`src/rtl/softmute_pkg.sv`:
```
package softmute_pkg;

  typedef enum logic [1:0] {
    SPD_BASE   = 2'd0,
    SPD_DOUBLE = 2'd1,
    SPD_QUAD   = 2'd2,
    SPD_QUAD_X = 2'd3
  } speed_e;

  // Step per strobe: the base-rate step halves for every doubling of the rate.
  function automatic int unsigned ramp_step(speed_e mode, int unsigned base_step);
    case (mode)
      SPD_BASE:   return base_step;
      SPD_DOUBLE: return base_step / 2;
      default:    return base_step / 4;
    endcase
  endfunction

endpackage

```
`src/rtl/sm_gain_ramp.sv`:
```
module sm_gain_ramp
  import softmute_pkg::*;
#(
  parameter int FRAC_W       = 12,
  parameter int BASE_PERIODS = 1024
) (
  input  logic              clk,
  input  logic              rst_n,
  input  logic              tick,
  input  logic              mute,
  input  logic [1:0]        mode,
  output logic [FRAC_W:0]   gain,
  output logic              at_zero
);
  localparam int GAIN_W = FRAC_W + 1;
  localparam int UNITY  = 1 << FRAC_W;
  localparam int BSTEP  = UNITY / BASE_PERIODS;

  logic [GAIN_W-1:0] step_amt;
  logic [GAIN_W-1:0] gain_next;
  logic [GAIN_W-1:0] headroom;

  always_comb begin
    step_amt = GAIN_W'(ramp_step(speed_e'(mode), BSTEP));
    headroom = GAIN_W'(UNITY) - gain;
    if (mute)
      gain_next = (gain > step_amt) ? gain - step_amt : '0;
    else
      gain_next = (headroom > step_amt) ? gain + step_amt : GAIN_W'(UNITY);
  end

  always_ff @(posedge clk or negedge rst_n) begin
    if (!rst_n)
      gain <= GAIN_W'(UNITY);
    else if (tick)
      gain <= gain_next;
  end

  assign at_zero = (gain == '0);

endmodule

```
`src/rtl/sm_chan_scale.sv`:
```
module sm_chan_scale #(
  parameter int DATA_W = 24,
  parameter int FRAC_W = 12
) (
  input  logic                     clk,
  input  logic                     rst_n,
  input  logic                     load,
  input  logic signed [DATA_W-1:0] sample,
  input  logic [FRAC_W:0]          gain,
  output logic signed [DATA_W-1:0] scaled
);
  localparam int PW    = DATA_W + FRAC_W + 2;
  localparam int ROUND = 1 << (FRAC_W - 1);

  // Multiply by gain/2^FRAC_W, rounding half toward +infinity.
  function automatic logic signed [DATA_W-1:0] apply_gain(
    input logic signed [DATA_W-1:0] s,
    input logic [FRAC_W:0]          g
  );
    logic signed [PW-1:0] a, b, p, q;
    a = PW'(s);
    b = $signed(PW'({1'b0, g}));
    p = a * b + PW'(ROUND);
    q = p >>> FRAC_W;
    return q[DATA_W-1:0];
  endfunction

  always_ff @(posedge clk or negedge rst_n) begin
    if (!rst_n)
      scaled <= '0;
    else if (load)
      scaled <= apply_gain(sample, gain);
  end

endmodule

```
`src/rtl/softmute_ramp.sv`:
```
module softmute_ramp
  import softmute_pkg::*;
#(
  parameter int DATA_W       = 24,
  parameter int FRAC_W       = 12,
  parameter int BASE_PERIODS = 1024
) (
  input  logic                     clk,
  input  logic                     rst_n,
  input  logic                     mute_req,
  input  logic [1:0]               speed_mode,
  input  logic                     in_valid,
  input  logic signed [DATA_W-1:0] in_left,
  input  logic signed [DATA_W-1:0] in_right,
  output logic                     out_valid,
  output logic signed [DATA_W-1:0] out_left,
  output logic signed [DATA_W-1:0] out_right,
  output logic                     muted
);
  localparam int NCH    = 2;
  localparam int GAIN_W = FRAC_W + 1;
  localparam int UNITY  = 1 << FRAC_W;

  logic [GAIN_W-1:0]        gain_q;
  logic signed [DATA_W-1:0] ch_in  [NCH];
  logic signed [DATA_W-1:0] ch_out [NCH];

  // Named events for the checker.
  logic ramp_down_evt;
  logic ramp_up_evt;
  assign ramp_down_evt = in_valid &&  mute_req && (gain_q != '0);
  assign ramp_up_evt   = in_valid && !mute_req && (gain_q != GAIN_W'(UNITY));

  sm_gain_ramp #(
    .FRAC_W       (FRAC_W),
    .BASE_PERIODS (BASE_PERIODS)
  ) u_ramp (
    .clk     (clk),
    .rst_n   (rst_n),
    .tick    (in_valid),
    .mute    (mute_req),
    .mode    (speed_mode),
    .gain    (gain_q),
    .at_zero (muted)
  );

  assign ch_in[0] = in_left;
  assign ch_in[1] = in_right;

  for (genvar c = 0; c < NCH; c++) begin : g_chan
    sm_chan_scale #(
      .DATA_W (DATA_W),
      .FRAC_W (FRAC_W)
    ) u_scale (
      .clk    (clk),
      .rst_n  (rst_n),
      .load   (in_valid),
      .sample (ch_in[c]),
      .gain   (gain_q),
      .scaled (ch_out[c])
    );
  end

  assign out_left  = ch_out[0];
  assign out_right = ch_out[1];

  always_ff @(posedge clk or negedge rst_n) begin
    if (!rst_n)
      out_valid <= 1'b0;
    else
      out_valid <= in_valid;
  end

endmodule

```
`config.mk`:
```
export PLATFORM = sky130hd
export DESIGN_NAME = softmute_ramp
export DESIGN_NICKNAME = d
export VERILOG_FILES = /design/src/rtl/softmute_pkg.sv /design/src/rtl/sm_gain_ramp.sv /design/src/rtl/sm_chan_scale.sv /design/src/rtl/softmute_ramp.sv
export SDC_FILE = /design/constraint.sdc
export NUM_CORES = 2
export LEC_CHECK = 0
export CORE_MARGIN = 8
export CORE_UTILIZATION = 55
export CTS_CLUSTER_SIZE = 10
export DETAILED_ROUTE_END_ITERATION = 8
export GPL_TIMING_DRIVEN = 0
export PLACE_DENSITY = 0.76
export SLEW_MARGIN = 20
export SYNTH_ARGS = -nofsm -noshare
export SYNTH_HDL_FRONTEND = slang
export SYNTH_HIERARCHICAL = 1
export SYNTH_SLANG_ARGS = --single-unit
```
`constraint.sdc`:
```
create_clock -name clk -period 6.1 [get_ports clk]
set_input_delay 0.915 -clock clk [delete_from_list [all_inputs] [get_ports clk]]
set_output_delay 0.915 -clock clk [all_outputs]
set_load 0.01 [all_outputs]
```
==> impl_results.md <==
* Synth warn at 6
* Post-CTS Hold Fix Bufs at 0
* First-pass GRT wire length at 121000 um
* Initial antenna violation count at 1
* Clk_lat worst skew at 0.39 ns
* Most common cell in the netlist: inv_1
* Number of port buffers at 102
* Routability cong. at 0.970
* Via Count at 20200
* Worst path slowest cell: fa_1
* Grt ovf at 0
* Clock Tree Buf Depth at 2
* Place WS at -1.74 ns
* Final count of negative-setup-slack endpoints at 35
* Area growth from synthesis to layout at 21.1%
* Setup CP Type: register to register
* Core area at 0.0452 mm^2
* Root buf cell: clkbuf_16
* Rel. slew slack at 37.4%
* Status: finished with violations
* CP max stage delay at 0.58 ns
* Endpoints failing hold at 0
* Multi-input gate area in the final layout at 0.0217 mm^2
* Worst-path fanout max at 10
* Post-synth top area cell: fa_1
* Crit path max-delay family: adder cells
* Synthesized Nets at 3521
* DRC viols at 0
* Crit path DAT at 6.70 ns
* Fmax at 155 MHz
* Yosys cell types at 86
* DRT iter0 DRCs at 1607
* Io pins at 104
* Total Wirelength at 76600 um
* Crit-path most repeated cell: fa_1
* Synthesized flop and latch total at 62
* Critical path required time at 6.36 ns
* Vias in the first global route at 22500
* Max Cap Viol at 0
* NumNets Final at 3791
* Htree depth at 3
* Setup slack after layout at -0.339 ns
* Post-synth EDFFs at 0
* CP endpoint kind: register
* Period utilization at 106%
* TritonCTS clock tree: built
* Buf/Inv on CP at 5
* Asr flop ratio synth at 100%
* First drt pass iteration count at 7
* Top cells by area, synth: fa_1 (45%), ha_1 (11%), and2_1 (9.4%)
* Routed len/inst at 21.5 um
* Share of layout cells above drive strength 1 at 19.7%
* Reg area at 0.00160 mm^2
* R2R Setup Slk at -0.34 ns
* Crit-path cells: buf_12, clkbuf_8, and2_4, fa_1, inv_1, fa_1, inv_1, fa_1, fa_1, fa_1, fa_1, ha_4, a21oi_4, o21ai_2, a221oi_4, nor3_4, buf_6, o21ai_4, nand4b_1, a31oi_2, xnor2_1, mux2_4
* CTS Buf Count at 9
* Register area share after synthesis at 6.21%
* Worst slew pin tran at 0.939 ns
* RSZ-0062 raised after global routing: yes
* Post-synth top area share at 44.9%
* Setup Skew at 0.0111 ns
* Hold Path Class: primary input to asynchronous set/reset pin
* Die Wd at 229 um
* Post-DRT Antenna Nets at 0
* Final Max Tran Viols at 0
* Fillcell total at 3358
* All-Layer GR Usage at 29.4%
* Initial core utilization at 55.4%
* Commonest cells post-synth: inv_1 (617), fa_1 (561), and2_1 (376)
* Hpwl dp at 57100 um
* Die area at 0.0526 mm^2
* Die height at 229 um
* Worst r2r path cells at 22
* Mapped Avg Cell Area at 9.29 um^2
* Startpoint types: register
* Violated checks: negative setup slack
* Vias per cell at 5.66
* Rows at 78
* Clock Sink Count at 62
* Cell Area, Synth at 0.0250 mm^2
* Cell count after synthesis at 2693
* Reg clk slew, reported paths at 0.07 ns
* CP Depth at 22
* Largest net degree at the start of global routing at 41
* Post-route minimum period at 6.44 ns
* Top FF cell, synth: dfrtp_1
==> cell type report <==
class | instances | area share, %
sequential | 62 | 5.28
clock inverter | 7 | 0.268
tap | 600 | 2.48
buffer | 123 | 4.22
timing repair buffer | 260 | 7.67
clock buffer | 9 | 0.744
multi-input combinational | 1889 | 71.7
inverter | 618 | 7.66
antenna | 3 | 0.0248
==> metrics by stage <==
step                std cells  cell area, um^2  util, %  hold WS [ns]  TNS [ns]
floorplan                2693            25600        -         0.518     -1.62
global placement         3395            27400     60.6         0.468    -50.56
detailed placement       3396            27400     60.6         0.474    -55.34
CTS                      3530            29600     65.5         0.441     -3.69
global route             3568            30300     67.0         0.465    -10.78
finish                   3571            30300     67.0         0.453     -6.23
==> flip-flops by register name (all words and copies together) (netlist names) <==
signal,count
u_ramp/gain,13
g_chan.u_scale/scaled,48
out_valid,1
==> kinds of logic after synthesis <==
family	synth area share, %
DFF	6.21
AOI/OAI and AO/OA	5.73
and+or+nand+nor	17.1
muxes	1.75
xor gates and xnor gates	2.42
buffers and inverters	11.2
adders and majority gates	55.6
==> worst reg2reg max path, stage by stage, from the launching register on <==
cell	delay, ns
dfrtp_4	0.53
buf_12	0.17
clkbuf_8	0.18
and2_4	0.16
fa_1	0.55
inv_1	0.07
fa_1	0.52
inv_1	0.05
fa_1	0.45
fa_1	0.52
fa_1	0.45
fa_1	0.58
ha_4	0.24
a21oi_4	0.17
o21ai_2	0.10
a221oi_4	0.34
nor3_4	0.06
buf_6	0.14
o21ai_4	0.24
nand4b_1	0.22
a31oi_2	0.25
xnor2_1	0.09
mux2_4	0.26
==> cell usage in the layout (no fill, tap or decap), drive strengths merged, types with 4 or more instances in the layout <==
cell	count
a221oi	9
clkdlybuf4s15	6
and3	6
o21a	9
nand3	19
nand4	7
xor2	15
clkbuf	108
nor2b	13
xnor2	54
or3	4
o2111ai	6
buf	221
a31oi	12
fa	561
nor3b	5
nor2	30
dfrtp	61
nor3	13
a21o	16
or2	6
and2	376
and4	7
a21boi	6
nand3b	4
o211a	4
or4	4
mux2i	4
inv	620
nand2	300
nand2b	8
ha	213
a211o	5
o21ai	33
clkdlybuf4s50	53
a21oi	45
o211ai	5
a211oi	7
mux2	35
a41oi	5
==> path summary, 6_finish.rpt <==
| path | start | to |
|---|---|---|
| setup reg to reg | u_ramp/gain[4]$_DFFE_PN0P_ | g_chan[0].u_scale/scaled[21]$_DFFE_PN0P_ |
| max in group asynchronous | rst_n | u_ramp/gain[12]$_DFFE_PN1P_ |
| min in group clk | g_chan[1].u_scale/scaled[7]$_DFFE_PN0P_ | g_chan[1].u_scale/scaled[7]$_DFFE_PN0P_ |
| hold reg to reg | g_chan[1].u_scale/scaled[7]$_DFFE_PN0P_ | g_chan[1].u_scale/scaled[7]$_DFFE_PN0P_ |
| setup / recovery | u_ramp/gain[4]$_DFFE_PN0P_ | g_chan[0].u_scale/scaled[21]$_DFFE_PN0P_ |
| hold / removal | rst_n | g_chan[0].u_scale/scaled[2]$_DFFE_PN0P_ |
==> metal layers <==
layer  part of all wire (%)  track usage [%]
met5                      0                0
met4                    4.8             12.8
met3                    9.4             6.70
met2                     49             49.5
met1                     37             36.0
==> timing repair <==
item | 4_1_cts | 5_1_grt
pin swaps | 83 | 77
buffers inserted | 109 | 37
gates resized for setup | 484 | 160
cloned | 10 | 1
endpoints found under the setup margin | 48 | 40
Power is left out: the tool's default activity adds up to more than one toggle a clock period on the data nets, which glitch-free logic cannot reach.
